===== config.mk =====
export PLATFORM = sky130hd
export DESIGN_NAME = descRing
export DESIGN_NICKNAME = d
export VERILOG_FILES = /design/src/rtl/descRingPkg.sv /design/src/rtl/descRingCtrl.sv /design/src/rtl/descRingData.sv /design/src/rtl/descRing.sv
export SDC_FILE = /design/constraint.sdc
export NUM_CORES = 1
export LEC_CHECK = 0
export ABC_AREA = 1
export BUFFER_PORTS_ARGS = -buffer_cell sky130_fd_sc_hd__buf_2
export CAP_MARGIN = 20
export CORE_AREA = 2 2 227 229
export DETAILED_ROUTE_END_ITERATION = 8
export DIE_AREA = 0 0 229 231
export PLACE_DENSITY_LB_ADDON = 0.05
export SYNTH_ARGS = -nofsm -noshare
export SYNTH_HDL_FRONTEND = slang
export SYNTH_SLANG_ARGS = --single-unit

===== constraint.sdc =====
create_clock -name clk -period 6.35 [get_ports clk]
set_input_delay 1.27 -clock clk [delete_from_list [all_inputs] [get_ports clk]]
set_output_delay 1.27 -clock clk [all_outputs]
set_load 0.03 [all_outputs]

===== src/rtl/descRingPkg.sv =====
package descRingPkg;
  localparam int WORD_W    = 32;
  localparam int SLOT_CNT  = 4;
  localparam int PIECE_CNT = 4;
  localparam int CNT_W     = 16;
  localparam int SLOT_W    = $clog2(SLOT_CNT);
  localparam int PIECE_W   = $clog2(PIECE_CNT);

  // status word layout (fixed, software decodes it)
  localparam int WR_PTR_LSB  = 0;
  localparam int RD_PTR_LSB  = 4;
  localparam int EMPTY_BIT   = 8;
  localparam int FULL_BIT    = 9;
  localparam int ERR_BIT     = 10;
  localparam int WR_PROG_LSB = 12;
  localparam int RD_PROG_LSB = 14;
  localparam int CNT_LSB     = 16;

  typedef struct packed {
    logic               storeEn;
    logic [SLOT_W-1:0]  storeSlot;
    logic [PIECE_W-1:0] storePiece;
    logic [SLOT_W-1:0]  loadSlot;
    logic [PIECE_W-1:0] loadPiece;
    logic               loadZero;
  } ringStrobe_t;
endpackage


===== src/rtl/descRingCtrl.sv =====
module descRingCtrl
  import descRingPkg::*;
(
  input  logic               clk,
  input  logic               rstN,
  input  logic               wrValid,
  input  logic               rdStrobe,
  input  logic               errClrReq,
  input  logic               ringReset,
  input  logic               counterClear,
  output ringStrobe_t        strobe,
  output logic [SLOT_W-1:0]  wrPtr,
  output logic [SLOT_W-1:0]  rdPtr,
  output logic [PIECE_W-1:0] wrPiece,
  output logic [PIECE_W-1:0] rdPiece,
  output logic               emptyFlag,
  output logic               fullFlag,
  output logic               errFlag,
  output logic [CNT_W-1:0]   evtCount
);
  localparam logic [CNT_W-1:0]   CNT_MAX    = {CNT_W{1'b1}};
  localparam logic [PIECE_W-1:0] PIECE_LAST = PIECE_W'(PIECE_CNT - 1);
  localparam logic [SLOT_W-1:0]  SLOT_LAST  = SLOT_W'(SLOT_CNT - 1);

  logic acceptWr, acceptRd, overflowEvt, underflowEvt, wrLast, rdLast;
  logic [SLOT_W-1:0] wrPtrNext, rdPtrNext;

  function automatic logic [SLOT_W-1:0] slotInc(input logic [SLOT_W-1:0] s);
    return (s == SLOT_LAST) ? '0 : s + SLOT_W'(1);
  endfunction

  function automatic logic [PIECE_W-1:0] pieceInc(input logic [PIECE_W-1:0] p);
    return (p == PIECE_LAST) ? '0 : p + PIECE_W'(1);
  endfunction

  assign emptyFlag    = (wrPtr == rdPtr) && !fullFlag;
  assign acceptWr     = wrValid && !fullFlag && !ringReset;
  assign overflowEvt  = wrValid && fullFlag && !ringReset;
  assign acceptRd     = rdStrobe && !emptyFlag && !ringReset;
  assign underflowEvt = rdStrobe && emptyFlag && !ringReset;
  assign wrLast       = acceptWr && (wrPiece == PIECE_LAST);
  assign rdLast       = acceptRd && (rdPiece == PIECE_LAST);
  assign wrPtrNext    = slotInc(wrPtr);
  assign rdPtrNext    = slotInc(rdPtr);

  always_comb begin
    strobe            = '0;
    strobe.storeEn    = acceptWr;
    strobe.storeSlot  = wrPtr;
    strobe.storePiece = wrPiece;
    strobe.loadSlot   = rdPtr;
    strobe.loadPiece  = rdPiece;
    strobe.loadZero   = emptyFlag;
  end

  always_ff @(posedge clk or negedge rstN) begin
    if (!rstN) begin
      wrPtr    <= '0;
      rdPtr    <= '0;
      wrPiece  <= '0;
      rdPiece  <= '0;
      fullFlag <= 1'b0;
    end else if (ringReset) begin
      wrPtr    <= '0;
      rdPtr    <= '0;
      wrPiece  <= '0;
      rdPiece  <= '0;
      fullFlag <= 1'b0;
    end else begin
      if (acceptWr) wrPiece <= pieceInc(wrPiece);
      if (acceptRd) rdPiece <= pieceInc(rdPiece);
      if (wrLast)   wrPtr   <= wrPtrNext;
      if (rdLast)   rdPtr   <= rdPtrNext;
      if (wrLast && !rdLast && (wrPtrNext == rdPtr)) fullFlag <= 1'b1;
      else if (rdLast && !wrLast)                    fullFlag <= 1'b0;
    end
  end

  always_ff @(posedge clk or negedge rstN) begin
    if (!rstN)                                evtCount <= '0;
    else if (counterClear)                    evtCount <= '0;
    else if ((overflowEvt || underflowEvt) && (evtCount != CNT_MAX))
                                              evtCount <= evtCount + CNT_W'(1);
  end

  always_ff @(posedge clk or negedge rstN) begin
    if (!rstN)            errFlag <= 1'b0;
    else if (ringReset)   errFlag <= 1'b0;
    else if (overflowEvt) errFlag <= 1'b1;
    else if (errClrReq)   errFlag <= 1'b0;
  end
endmodule


===== src/rtl/descRingData.sv =====
module descRingData
  import descRingPkg::*;
(
  input  logic              clk,
  input  ringStrobe_t       strobe,
  input  logic [WORD_W-1:0] wrData,
  output logic [WORD_W-1:0] rdData
);
  logic [WORD_W-1:0] slotWords [SLOT_CNT][PIECE_CNT];

  for (genvar s = 0; s < SLOT_CNT; s++) begin : g_slot
    always_ff @(posedge clk) begin
      if (strobe.storeEn && (strobe.storeSlot == SLOT_W'(s)))
        slotWords[s][strobe.storePiece] <= wrData;
    end
  end

  always_comb begin
    if (strobe.loadZero) rdData = '0;
    else                 rdData = slotWords[strobe.loadSlot][strobe.loadPiece];
  end
endmodule


===== src/rtl/descRing.sv =====
module descRing
  import descRingPkg::*;
(
  input  logic        clk,
  input  logic        rstN,
  input  logic        wrValid,
  input  logic [31:0] wrData,
  input  logic        rdStrobe,
  output logic [31:0] rdData,
  input  logic        statusWrEn,
  input  logic [31:0] statusWrData,
  input  logic        ringReset,
  input  logic        counterClear,
  output logic [31:0] statusWord
);
  ringStrobe_t        strobe;
  logic [SLOT_W-1:0]  wrPtr, rdPtr;
  logic [PIECE_W-1:0] wrPiece, rdPiece;
  logic               emptyFlag, fullFlag, errFlag;
  logic [CNT_W-1:0]   evtCount;
  logic               errClrReq;

  assign errClrReq = statusWrEn && statusWrData[ERR_BIT];

  descRingCtrl u_ctrl (
    .clk(clk), .rstN(rstN), .wrValid(wrValid), .rdStrobe(rdStrobe),
    .errClrReq(errClrReq), .ringReset(ringReset), .counterClear(counterClear),
    .strobe(strobe), .wrPtr(wrPtr), .rdPtr(rdPtr), .wrPiece(wrPiece),
    .rdPiece(rdPiece), .emptyFlag(emptyFlag), .fullFlag(fullFlag),
    .errFlag(errFlag), .evtCount(evtCount)
  );

  descRingData u_data (
    .clk(clk), .strobe(strobe), .wrData(wrData), .rdData(rdData)
  );

  always_comb begin
    statusWord = '0;
    statusWord[WR_PTR_LSB +: SLOT_W]   = wrPtr;
    statusWord[RD_PTR_LSB +: SLOT_W]   = rdPtr;
    statusWord[EMPTY_BIT]              = emptyFlag;
    statusWord[FULL_BIT]               = fullFlag;
    statusWord[ERR_BIT]                = errFlag;
    statusWord[WR_PROG_LSB +: PIECE_W] = wrPiece;
    statusWord[RD_PROG_LSB +: PIECE_W] = rdPiece;
    statusWord[CNT_LSB +: CNT_W]       = evtCount;
  end
endmodule


---- Word-level counts from Yosys, hierarchy flattened ----
Memory sizes are Yosys's and may differ from the RTL's.
Index checks and enable logic that the tools add are counted.
operators by class
  muxes and demuxes ....................... 43
  reductions and logical operators ........ 38
  bitwise gates (word level) .............. 2
  add/subtract/negate cells ............... 5
  magnitude comparators ................... 3
  equality and inequality tests ........... 9
operators with widths
  operator                                              count
  two-way mux 128 bit                                   10
  OR reduction 128 bit                                  3
  two-way mux 32 bit                                    4
  binary-select mux 32 bit (select 2 bit)               1
  demux 32 bit (select 2 bit)                           1
  two-way mux 16 bit                                    2
  two-way mux 2 bit                                     15
  logical AND 1 bit                                     21
  adder 16 x 1 -> 16 bit (second input constant)        1
  != test 16 bit (second input constant)                1
  equality test 2 bit (second input constant)           5
  two-way mux 1 bit                                     10
  nonzero test 2 bit                                    5
  adder 2 x 1 -> 2 bit (second input constant)          4
  >= comparator 3 bit (second input constant)           2
  inverter 2 -> 3 bit                                   2
  nonzero test 3 bit                                    2
  logical NOT 1 bit                                     5
  equality test 2 bit                                   2
  < comparator 3 x 1 -> 1 bit (second input constant)   1
  equality test 2 x 1 -> 1 bit (second input constant)  1
  logical NOT 2 bit                                     1
  logical OR 1 bit                                      1
word-level totals
  output and inout bits ................... 64
  input bits .............................. 71
  memories ................................ 1
  RAM bits ................................ 512
  register bits after elaboration ......... 26
  word-level logic and storage cells ...... 108
memories
  memory            depth  width  rd ports  clocked after Yosys merged registers in  wr ports  line               RTL
  u_data.slotWords  4      128    1         0                                        1         descRingData.sv:9  logic [WORD_W-1:0] slotWords [SLOT_CNT][PIECE_CNT];

---- Depth between registers and ports, before layout ----
Gate-level depths: netlist of run 1.
  word-level depth ........................ 11
  gate-level depth with buffers ........... 12
  mapped depth without buffers ............ 10

---- By module ----
A second synthesis of run 1 with hierarchy kept.
unflattened totals
  cell total of the unflattened synthesis .. 2291
  area, all modules ....................... 23658.9 um^2
by module, submodules not included
  module        instances  seq. area each (um^2)  cells an instance  area an instance (um^2)
  descRingData  1          15374.7                2028               21819.7
  descRingCtrl  1          650.6                  252                1767.9
  descRing      1          0.0                    11                 71.3

---- Least setup slack after synthesis of run 1 ----
OpenSTA, ideal clock, no wires.
  kind .................................... input to register
  from .................................... input port ringReset
  to ...................................... memory u_data.slotWords[0][0] (netlist name) (enable)
  data required time ...................... 5.929 ns
  arrival ................................. 3.098 ns
  library setup time ...................... 0.421 ns
  buffers on the path ..................... 0
  stages .................................. 3
  path slack .............................. 2.831 ns
  cells stage by stage .................... nor3_2 nand2_1 nor2_1
between the ends
  word-level cells in the longest chain between the ends .. 9
  elaborated cells on any way between the ends .. 23
  those cells by class .................... mux: 14; reduce/logical: 9
RTL lines
  item                                                                             line                RTL
  from (decl)                                                                      descRing.sv:12      input logic ringReset,
  logical NOT 1 bit *                                                              descRingCtrl.sv:37  assign acceptWr = wrValid && !fullFlag && !ringReset;
  logical AND 1 bit *                                                              descRingCtrl.sv:37
  logical AND 1 bit                                                                descRingData.sv:13  if (strobe.storeEn && (strobe.storeSlot == SLOT_W'(s)))
  two-way mux 1 bit                                                                descRingData.sv:13
  two-way mux 128 bit (implied by the code)                                        descRingData.sv:14  slotWords[s][strobe.storePiece] <= wrData;
  OR reduction 128 bit (no line)                                                   n/a
  two-way mux 2 bit (no line) or two-way mux 128 bit (tied branches) (3 in a row)  n/a
  to (decl)                                                                        descRingData.sv:9
Mark *: on every way between the ends. The rest lies on a longest branch, timed or not.

---- Worst setup path in the final report of run 1 ----
  from .................................... register u_ctrl.rdPtr[0]
  to ...................................... output port rdData[17]
between the ends
  word-level cells in the longest chain between the ends .. 5
  elaborated cells on any way between the ends .. 7
  those cells by class .................... eq/ne: 1; mux: 4; reduce/logical: 1; memory: 1
RTL lines
  item                                                   line                RTL
  from (decl)                                            descRingCtrl.sv:13  output logic [SLOT_W-1:0] rdPtr,
  from (signal assigned)                                 descRingCtrl.sv:73  if (rdLast) rdPtr <= rdPtrNext;
  memory read (4 x 128 bit)                              n/a
  binary-select mux 32 bit (select 2 bit)                descRingData.sv:20  else rdData = slotWords[strobe.loadSlot][strobe.loadPiece];
  two-way mux 32 bit (implied by the code) (2 in a row)  descRingData.sv:20
  two-way mux 32 bit *                                   descRingData.sv:19  if (strobe.loadZero) rdData = '0;
  to (decl)                                              descRing.sv:9       output logic [31:0] rdData,
Mark *: on every way between the ends. The rest lies on a longest branch, timed or not. The select of a mux whose other input is x is not followed.

==> results.yml, run 1 <==
run_status:
  status: "finished, final reports clean"
clocking:
  htreeDepth: 2
  numCtsBuffers: 57
  clock_path_buffers: 3
  cts-root-buf: "clkbuf_16"
  cts_setup_buffers: 0
  clock_latency_ps: 610
  hold_buffers: 0
  cts_sinks: 538
  clk_pin_slew_ps: 50
  cts_resized: 0
  cts_tree: "done"
power:
  p_seq_share_pct: 54.7
  ir_worst_vdd_mv: 0.1945
  clkPwrFrac_pct: 43.2
  p_sw_w: 0.001451
  power.internal_w: 0.005715
  finalPower_w: 0.007165
  comb_power_share_pct: 2.2
  p_sw_share_pct: 20.24
  p_per_area_nw_per_um2: 285.2
  p_leak_nw: 9.269
synth:
  yosysWarnings: 0
  ys_async_sr_fraction_pct: 4.833
  synth_edf_count: 512
  synth_cells: 1953
  synth.ff_latch_count: 538
  synth_top_flop_cell: "edfxtp_1"
  netlist_area_sq_um: 22380
  ys_seq_area_share_pct: 71.59
  avgSynthCellArea_sq_um: 11.46
  netlist-cell-type-count: 33
routing:
  drt-vias-per-instance: 5.222
  routed_wl_mm: 56.73
  dr.pass1.iters: 5
  vias: 14325
  drt_iter0_drc: 972
  postRouteAntennaNets: 0
  wire_per_inst_um: 20.68
  drc_errors: 0
critical_path:
  critical_path_class: "register to output pin"
  critical_path_arrival_ps: 3910
  worst_ep_required_time_ps: 5080
  cp_max_fo: 145
  end_kind: "output pin"
  critPathLaunchType: "register"
timing:
  tns_ps: 0
  relSlewSlack_pct: 20.81
  finalSetupViolations: 0
  rsz0062_at_grt: "false"
  fmax_mhz: 193.2
  clock-skew-final_ps: 17.37
  finalCritPeriodShare_pct: 81.53
  setup_ws_ps: 1173
  report.final.hold_viol_count: 0
  slew_violations: 0
  worstMarginPinSlew_ps: 1188
  period_needed_ps: 5177
cells_and_area:
  antennaDiodeCount: 0
  drive_above_1_share_pct: 11.34
  fillCellCount: 4605
  postLayoutCoreUtil_pct: 49.58
  nets: 2099
  area_growth_pct: 12.25
die:
  row_count: 83
  core_sq_um: 50680
  initial_core_util_pct: 44.17
  io_pins: 135
  die_h_um: 231
  fp.dieW_um: 229
  dieArea_sq_um: 52900
global_route:
  grt_start_max_net_pins: 209
  grt_pass1_vias: 13919
  antenna_found_initial: 0
  grt_pass1_wl_mm: 85.46
  grt.total_usage_pct: 21.44
  grt_overflow_total: 0
placed_design:
  port_buffers: 98
  place_hpwl_mm: 27.14
  gp_congestion: 0.7851
  dp_slack_ps: 1832
job:
  maxCapViolations: 0
min_path:
  hold_path.class: "register to register"
-- power groups by stage --
| stage | clock (W) | combinational, W | sequential [W] |
|---|---|---|---|
| floorplan | 0 | 0.0000656 | 0.00399 |
| global placement | 0 | 0.000155 | 0.00399 |
| detailed placement | 0 | 0.000158 | 0.00399 |
| CTS | 0.00316 | 0.000159 | 0.00392 |
| global route | 0.00329 | 0.000175 | 0.00392 |
| finish | 0.00309 | 0.000156 | 0.00392 |
-- area by class of cell --
type,instances,area [sq um],area share [%]
Inverter,26,107.6,0.4282
Clock buffer,78,1505,5.990
Tap cell,680,850.8,3.386
Multi-Input combinational cell,1271,5714,22.74
Sequential cell,538,16040,63.83
Clock inverter,27,207.7,0.8266
Timing Repair Buffer,123,703.2,2.799
-- final timing paths --
| path | startpoint | endpoint | slack, ps | cells past startpoint |
|---|---|---|---|---|
| setup / recovery | u_ctrl.rdPtr[0] | rdData[17] | 1170 | 7 |
| hold / removal | u_ctrl.errFlag | u_ctrl.errFlag | 510 | 2 |
| max in group asynchronous | rstN | u_ctrl.rdPtr[1] | 5180 | 1 |
| min in group asynchronous | rstN | u_ctrl.evtCount[15] | 690 | 1 |
| hold reg to reg | u_ctrl.errFlag | u_ctrl.errFlag | 510 | 2 |
| setup reg to reg | u_ctrl.fullFlag | u_data.slotWords[3][107] | 3580 | 4 |
-- through the flow --
step | cells | hold slack (ps) | instance area (sq um)
after floorplan | 1957 | 472.2 | 22400
after global placement | 2638 | 485.6 | 23410
after detailed placement | 2638 | 491.4 | 23410
after CTS | 2743 | 510.5 | 25130
after global routing | 2743 | 577.2 | 25130
final | 2743 | 513.1 | 25130
-- cell families after synthesis --
logic type | Yosys count | share of synthesized area (%)
flops | 538 | 71.59
other cells | 1 | 0.01675
xor+xnor | 9 | 0.3857
buf+inv | 148 | 3.482
fa+ha+maj | 11 | 0.6149
compound gates | 45 | 1.073
simple gates | 1201 | 22.83
-- cell usage after synthesis (2+ instances only) --
library cell | count | area [sq um]
o21ai_0 | 5 | 25.02
clkbuf_1 | 12 | 45.04
buf_6 | 3 | 33.78
buf_1 | 14 | 52.55
inv_1 | 21 | 78.83
xnor2_1 | 2 | 17.52
o22ai_1 | 2 | 12.51
nand2_4 | 2 | 22.52
nor2_1 | 47 | 176.4
xor2_1 | 6 | 52.55
ha_1 | 11 | 137.6
dfrtp_1 | 26 | 650.6
o21bai_1 | 4 | 30.03
buf_4 | 33 | 247.7
a21oi_1 | 33 | 165.2
edfxtp_1 | 512 | 15370
nand4_1 | 9 | 56.30
inv_2 | 3 | 11.26
nand3_1 | 412 | 2062
buf_2 | 60 | 300.3
nand2_1 | 723 | 2714
nor2_4 | 2 | 22.52
-- layer usage --
metal / GRT usage (%) / vias to the layer above / wire length (um)
li1: - / 6916 / -
met1: 27.74 / 7015 / 24950
met2: 37.51 / 302 / 28110
met3: 2.927 / 92 / 2339
met4: 6.676 / 0 / 1337
met5: 0 / - / 0
-- sequential cells by signal (all words and copies together) (netlist names) --
register	cells
u_data.slotWords	512
u_ctrl.fullFlag	1
u_ctrl.errFlag	1
u_ctrl.evtCount	16
u_ctrl.rdPiece	2
u_ctrl.wrPiece	2
u_ctrl.wrPtr	2
u_ctrl.rdPtr	2
-- critical path, cell delays in order, from the launching register on --
cell and delay, ps:
dfrtp_4 730, inv_8 760, nor2_1 120, nor2_2 150
nand2_1 140, inv_2 790, a21oi_1 250, buf_2 270
-- placed cells by master, fill, tap and decap left out, types with 2 or more instances in the layout --
cell,n
a21oi_1,33
buf_12,2
buf_2,98
buf_4,23
bufinv_16,3
clkbuf_1,21
clkbuf_16,57
clkinv_1,9
clkinv_2,14
conb_1,5
dfrtp_1,22
dfrtp_4,3
edfxtp_1,512
ha_1,11
inv_1,20
inv_2,3
inv_6,2
nand2_1,723
nand2_4,2
nand3_1,412
nand4_1,9
nor2_1,31
nor2_4,18
o21ai_0,5
o21bai_1,4
o22ai_1,2
xnor2_1,2
xor2_1,6
No activity file was read; power rests on OpenSTA's default activity.
==> inputs of run 2 (changes only) <==
--- a/config.mk
+++ b/config.mk
@@ -5,12 +5,12 @@
 export SDC_FILE = /design/constraint.sdc
 export NUM_CORES = 1
 export LEC_CHECK = 0
-export ABC_AREA = 1
+export ABC_AREA = 0
 export BUFFER_PORTS_ARGS = -buffer_cell sky130_fd_sc_hd__buf_2
 export CAP_MARGIN = 20
-export CORE_AREA = 2 2 227 229
+export CORE_AREA = 2 2 220 222
 export DETAILED_ROUTE_END_ITERATION = 8
-export DIE_AREA = 0 0 229 231
+export DIE_AREA = 0 0 222 224
 export PLACE_DENSITY_LB_ADDON = 0.05
 export SYNTH_ARGS = -nofsm -noshare
 export SYNTH_HDL_FRONTEND = slang
==> constraint.sdc (replaced) <==
create_clock -name clk -period 5.4 [get_ports clk]
set_input_delay 1.08 -clock clk [delete_from_list [all_inputs] [get_ports clk]]
set_output_delay 1.08 -clock clk [all_outputs]
set_load 0.03 [all_outputs]
==> run 2 against run 1 <==
  * Global-route usage down 1.9 points
  * Total power up 18%
  * Clock power up 18%
  * Flip-flop and latch count unchanged
  * Largest power group unchanged
==> results.yml, run 2 <==
cells_and_area:
  area_growth_pct: 14.60
  fillCellCount: 3819
  antennaDiodeCount: 0
  mostFrequentLayoutCells: "512 x edfxtp_1, 160 x mux4_2, 98 x buf_2"
  nets: 1162
  drive_above_1_share_pct: 34.93
  final_common_cell: "edfxtp_1"
  instances_no_fill: 1740
  regMostFlops: "u_data.slotWords"
  reg.largest.list: "u_data.slotWords (512), u_ctrl.evtCount (16)"
  largest_reg_flops: 512
routing:
  drt_iter0_drc: 913
  drt-vias-per-instance: 5.601
  postRouteAntennaNets: 0
  vias: 9746
  wire_per_inst_um: 27.28
  routed_wl_mm: 47.47
  dr.pass1.iters: 4
  drc_errors: 0
timing:
  relSlewSlack_pct: 33.67
  slew_violations: 0
  finalSetupViolations: 0
  finalCritPeriodShare_pct: 86.10
  period_needed_ps: 4649
  fmax_mhz: 215.1
  rsz0062_at_grt: "false"
  report.final.hold_viol_count: 0
  tns_ps: 0
  worstMarginPinSlew_ps: 995.0
  clock-skew-final_ps: 12.26
  holdWs_ps: 494.9
critical_path:
  cp_slowest_cell: "dfrtp_4"
  crit_path_start: "u_ctrl.rdPtr[0]"
  critPathLaunchType: "register"
  crit_chain: "buf_4, mux4_2, mux4_2, nor2b_1, buf_2"
  reg2reg_from: "u_ctrl.rdPtr[1]"
  critPathMaxStageDelay_ps: 1020
  critical_path_arrival_ps: 3570
  worst_ep_required_time_ps: 4320
  critical_path_class: "register to output pin"
  cp_common_cell: "mux4_2"
  critPathBufInv: 2
  path_delay_family: "multiplexers"
  end_kind: "output pin"
  cp_max_fo: 43
die:
  core_sq_um: 47350
  dieArea_sq_um: 49730
  io_pins: 135
  row_count: 80
  initial_core_util_pct: 44.57
  die_h_um: 224
  fp.dieW_um: 222
global_route:
  grt_start_max_net_pins: 58
  grt_overflow_total: 0
  antenna_found_initial: 3
  grt_pass1_wl_mm: 69.62
  grt_pass1_vias: 10056
  grt.total_usage_pct: 19.54
power:
  clkPwrFrac_pct: 43.3
  finalPower_w: 0.008424
  p_sw_share_pct: 19.91
  p_sw_w: 0.001677
  p_seq_share_pct: 54.7
  p_leak_nw: 7.796
  p_per_area_nw_per_um2: 348.3
  ir_worst_vdd_mv: 0.2641
  power.internal_w: 0.006747
  comb_power_share_pct: 2.1
clocking:
  cts-root-buf: "clkbuf_16"
  cts_tree: "done"
  cts_setup_buffers: 0
  clock_latency_ps: 600
  numCtsBuffers: 56
  cts_sinks: 538
  cts_resized: 0
  clk_pin_slew_ps: 60
  hold_buffers: 0
  clock_path_buffers: 3
  htreeDepth: 2
run_status:
  status: "finished, final reports clean"
synth:
  avgSynthCellArea_sq_um: 22.59
  netlist-cell-type-count: 42
  synth_top_area_share_pct: 72.86
  synth_cells: 934
  synth_common_cells: "512 x edfxtp_1, 160 x mux4_2, 34 x nor2b_1, 26 x dfrtp_1, 24 x clkbuf_1"
  synth_edf_count: 512
  synth_top_flop_cell: "edfxtp_1"
  ys_async_sr_fraction_pct: 4.833
  synth.ff_latch_count: 538
  synthTopCellsByArea: "edfxtp_1 73%, mux4_2 17%, dfrtp_1 3.1%"
  synth.most_common_cell: "edfxtp_1"
  yosysTopAreaCell: "edfxtp_1"
  netlist_area_sq_um: 21100
  yosysWarnings: 0
  ys_seq_area_share_pct: 75.94
min_path:
  hold_path.class: "input port to asynchronous set/reset pin"
job:
  maxCapViolations: 0
placed_design:
  place_hpwl_mm: 26.17
  port_buffers: 98
  gp_congestion: 0.7077
  place_inst: 1637
## run 2: through the flow
step / setup slack [ps] / utilization (%) / area [sq um]
3_3_place_gp: 1307 / 47.44 / 22460
2_1_floorplan: 2030 / - / 21120
5_1_grt: 546.4 / 51.08 / 24180
6_report: 750.8 / 51.08 / 24180
3_5_place_dp: 1298 / 47.44 / 22460
4_1_cts: 646.7 / 51.08 / 24180
## run 2: cell type report
cell class	count	area (sq um)	share of cell area [%]
clock inverters	29	211.5	0.8743
repair buffers	139	860.8	3.559
flip-flops and latches	538	16040	66.32
multi-input cells	336	4760	19.68
well taps	615	769.5	3.182
inverters	9	33.78	0.1397
clock buffers	74	1511	6.250
## run 2: metal layers
layer | global-route usage (%) | share of wire, % | up-vias
li1 | - | - | 4213
met1 | 27.77 | 45 | 5251
met2 | 31.68 | 48 | 208
met3 | 3.476 | 4.4 | 70
met4 | 4.904 | 2.2 | 4
met5 | 0 | 0.042 | -
## run 2: logic make-up (layout without fill, tap and decap cells)
group / Yosys count / in the layout / synth area share, %
AO/OA/AOI/OAI: 34 / 34 / 0.9665
flip-flops: 538 / 538 / 75.94
multiplexers: 166 / 166 / 17.37
AND/OR/NAND/NOR: 115 / 115 / 3.148
other: 1 / 5 / 0.01777
XOR/XNOR: 5 / 5 / 0.2075
adder cells (fa/ha/maj): 11 / 11 / 0.6522
buffers and inverters: 64 / 251 / 1.696
## run 2: path summary, 6_finish.rpt
| path | to | slack [ps] | cells past startpoint |
|---|---|---|---|
| hold / removal | u_ctrl.fullFlag | 490 | 1 |
| max in group asynchronous | u_ctrl.rdPtr[1] | 4440 | 1 |
| hold reg to reg | u_ctrl.errFlag | 530 | 2 |
| setup reg to reg | u_ctrl.rdPiece[1] | 2670 | 6 |
| min in group clk | u_ctrl.errFlag | 530 | 2 |
| setup / recovery | rdData[29] | 750 | 5 |
## run 2: worst register-to-register path, stage by stage (launching register included)
cell	delay (ps)
dfrtp_4	1050
xor2_1	280
nor3_2	200
buf_4	570
nand2b_1	250
mux2i_1	210
nor2_1	60
## run 2: power groups by stage
| stage | logic (W) | clock network, W | registers [W] |
|---|---|---|---|
| after floorplan | 0.0000767 | 0 | 0.00469 |
| after global placement | 0.000173 | 0 | 0.00469 |
| after detailed placement | 0.000177 | 0 | 0.00469 |
| after CTS | 0.000178 | 0.00373 | 0.00460 |
| after global routing | 0.000191 | 0.00389 | 0.00460 |
| final | 0.000174 | 0.00365 | 0.00460 |
==> inputs of run 3 (changes only) <==
--- a/config.mk
+++ b/config.mk
@@ -5,12 +5,12 @@
 export SDC_FILE = /design/constraint.sdc
 export NUM_CORES = 1
 export LEC_CHECK = 0
-export ABC_AREA = 0
+export ABC_AREA = 1
 export BUFFER_PORTS_ARGS = -buffer_cell sky130_fd_sc_hd__buf_2
 export CAP_MARGIN = 20
-export CORE_AREA = 2 2 220 222
+export CORE_AREA = 2 2 227 229
 export DETAILED_ROUTE_END_ITERATION = 8
-export DIE_AREA = 0 0 222 224
+export DIE_AREA = 0 0 229 231
 export PLACE_DENSITY_LB_ADDON = 0.05
 export SYNTH_ARGS = -nofsm -noshare
 export SYNTH_HDL_FRONTEND = slang
==> run 3 against run 2 <==
  * Flip-flop and latch count did not move
  * First-iteration DRC count up 18%
  * Register-to-register slack lost 150 ps
  * Cell count grew 58%
  * Global-route usage is 2.1 points higher
==> results.yml, run 3 (same netlist as run 1, synthesis figures left out) <==
run_status:
  status: "finished, final reports clean"
die:
  io_pins: 135
  die_h_um: 231
  dieArea_sq_um: 52900
  core_sq_um: 50680
  initial_core_util_pct: 44.17
  row_count: 83
  fp.dieW_um: 229
timing:
  report.final.hold_viol_count: 0
  rsz0062_at_grt: "false"
  tns_ps: 0
  setup_ws_ps: 1146
  finalCritPeriodShare_pct: 78.78
  slew_violations: 0
  fmax_mhz: 235.1
  clock-skew-final_ps: 12.40
  period_needed_ps: 4254
  worstMarginPinSlew_ps: 1104
  relSlewSlack_pct: 26.20
  finalSetupViolations: 0
global_route:
  antenna_found_initial: 1
  grt_pass1_wl_mm: 86.24
  grt_overflow_total: 0
  grt_pass1_vias: 13957
  grt.total_usage_pct: 21.60
  grt_start_max_net_pins: 173
power:
  p_seq_share_pct: 54.6
  ir_worst_vdd_mv: 0.2366
  p_sw_share_pct: 20.44
  clkPwrFrac_pct: 43.2
  p_sw_w: 0.001724
  p_per_area_nw_per_um2: 334.3
  comb_power_share_pct: 2.2
  p_leak_nw: 9.335
  power.internal_w: 0.006713
critical_path:
  cp_max_fo: 27
  critical_path_class: "register to output pin"
  critPathLaunchType: "register"
  end_kind: "output pin"
  critical_path_arrival_ps: 3170
  worst_ep_required_time_ps: 4320
clocking:
  cts_setup_buffers: 0
  clock_path_buffers: 3
  cts_tree: "done"
  clock_latency_ps: 610
  numCtsBuffers: 57
  htreeDepth: 2
  hold_buffers: 0
  clk_pin_slew_ps: 60
  cts-root-buf: "clkbuf_16"
  cts_resized: 0
  cts_sinks: 538
cells_and_area:
  drive_above_1_share_pct: 11.73
  regMostFlops: "u_data.slotWords"
  largest_reg_flops: 512
  reg.largest.list: "u_data.slotWords (512), u_ctrl.evtCount (16)"
  area_growth_pct: 12.75
  antennaDiodeCount: 0
  nets: 2111
  final_common_cell: "nand2_1"
  fillCellCount: 4577
  mostFrequentLayoutCells: "723 x nand2_1, 512 x edfxtp_1, 412 x nand3_1"
placed_design:
  dp_slack_ps: 1705
  gp_congestion: 0.7964
  place_hpwl_mm: 29.45
  port_buffers: 98
routing:
  dr.pass1.iters: 5
  wire_per_inst_um: 20.88
  drt_iter0_drc: 1076
  postRouteAntennaNets: 0
  vias: 14466
  routed_wl_mm: 57.43
  drc_errors: 0
  drt-vias-per-instance: 5.258
job:
  maxCapViolations: 0
min_path:
  hold_path.class: "input port to asynchronous set/reset pin"
run 3: cell types whose count changed in the layout (fill, tap and decap cells not counted), moves of 5 or more:
cell and delta:
a21oi_1 +18, and3_2 -16, inv_1 +12, mux4_2 -160, nand2_1 +708, nand3_1 +406, nand4_1 +6, nor2_1 +19
nor2_4 +18, nor2b_1 -34, o21ai_1 -6, or3_1 -8, or4_1 -5
run 3: path summary, 6_finish.rpt:
path                                        start                       to  slack [ps]  cells past startpoint
worst min register to register     u_ctrl.errFlag           u_ctrl.errFlag         510                      2
max in group asynchronous                    rstN        u_ctrl.rdPiece[0]        4450                      1
worst max-delay path            u_ctrl.rdPiece[0]               rdData[17]        1150                      7
worst min-delay path                         rstN       u_ctrl.evtCount[2]         490                      1
worst max register to register    u_ctrl.fullFlag  u_data.slotWords[2][72]        2520                      4
min in group clk                   u_ctrl.errFlag           u_ctrl.errFlag         510                      2
run 3: power groups by stage:
stage,combinational (W),clock [W],sequential (W)
finish,0.000184,0.00365,0.00461
floorplan,0.0000772,0,0.00470
detailed placement,0.000187,0,0.00469
global route,0.000207,0.00387,0.00461
global placement,0.000183,0,0.00469
CTS,0.000187,0.00372,0.00461
run 3: layer usage:
| metal | GRT usage (%) | vias up | wire, um |
|---|---|---|---|
| met2 | 36.67 | 313 | 28270 |
| met4 | 6.108 | 2 | 1232 |
| met3 | 2.927 | 85 | 2342 |
| li1 | - | 6944 | - |
| met5 | 0 | - | 12 |
| met1 | 29.18 | 7122 | 25580 |
run 3: through the flow:
step	hold slack [ps]	instance area, sq um	cells	util, %	power (W)
final	486.0	25240	2751	49.80	0.008437
after global routing	526.9	25240	2751	49.80	0.008683
after CTS	482.9	25240	2751	49.80	0.008509
after detailed placement	501.2	23530	2650	46.43	0.004879
after global placement	483.3	23530	2650	46.43	0.004875
after floorplan	472.2	22400	1957	-	0.004775
run 3: layout make-up:
| type | instances | area (sq um) | area share (%) |
|---|---|---|---|
| Timing Repair Buffer | 135 | 818.3 | 3.242 |
| Clock inverter | 27 | 176.4 | 0.6990 |
| Sequential cell | 538 | 16040 | 63.55 |
| Inverter | 26 | 107.6 | 0.4264 |
| Clock buffer | 74 | 1533 | 6.073 |
| Multi-Input combinational cell | 1271 | 5714 | 22.64 |
| Tap cell | 680 | 850.8 | 3.371 |
run 3: critical path: stages (launching register included):
cell and delay, ps:
dfrtp_4 650, inv_2 650, buf_4 400, nand3_1 110, nand2_1 70, nand2_1 50, a21oi_1 350, buf_2 270
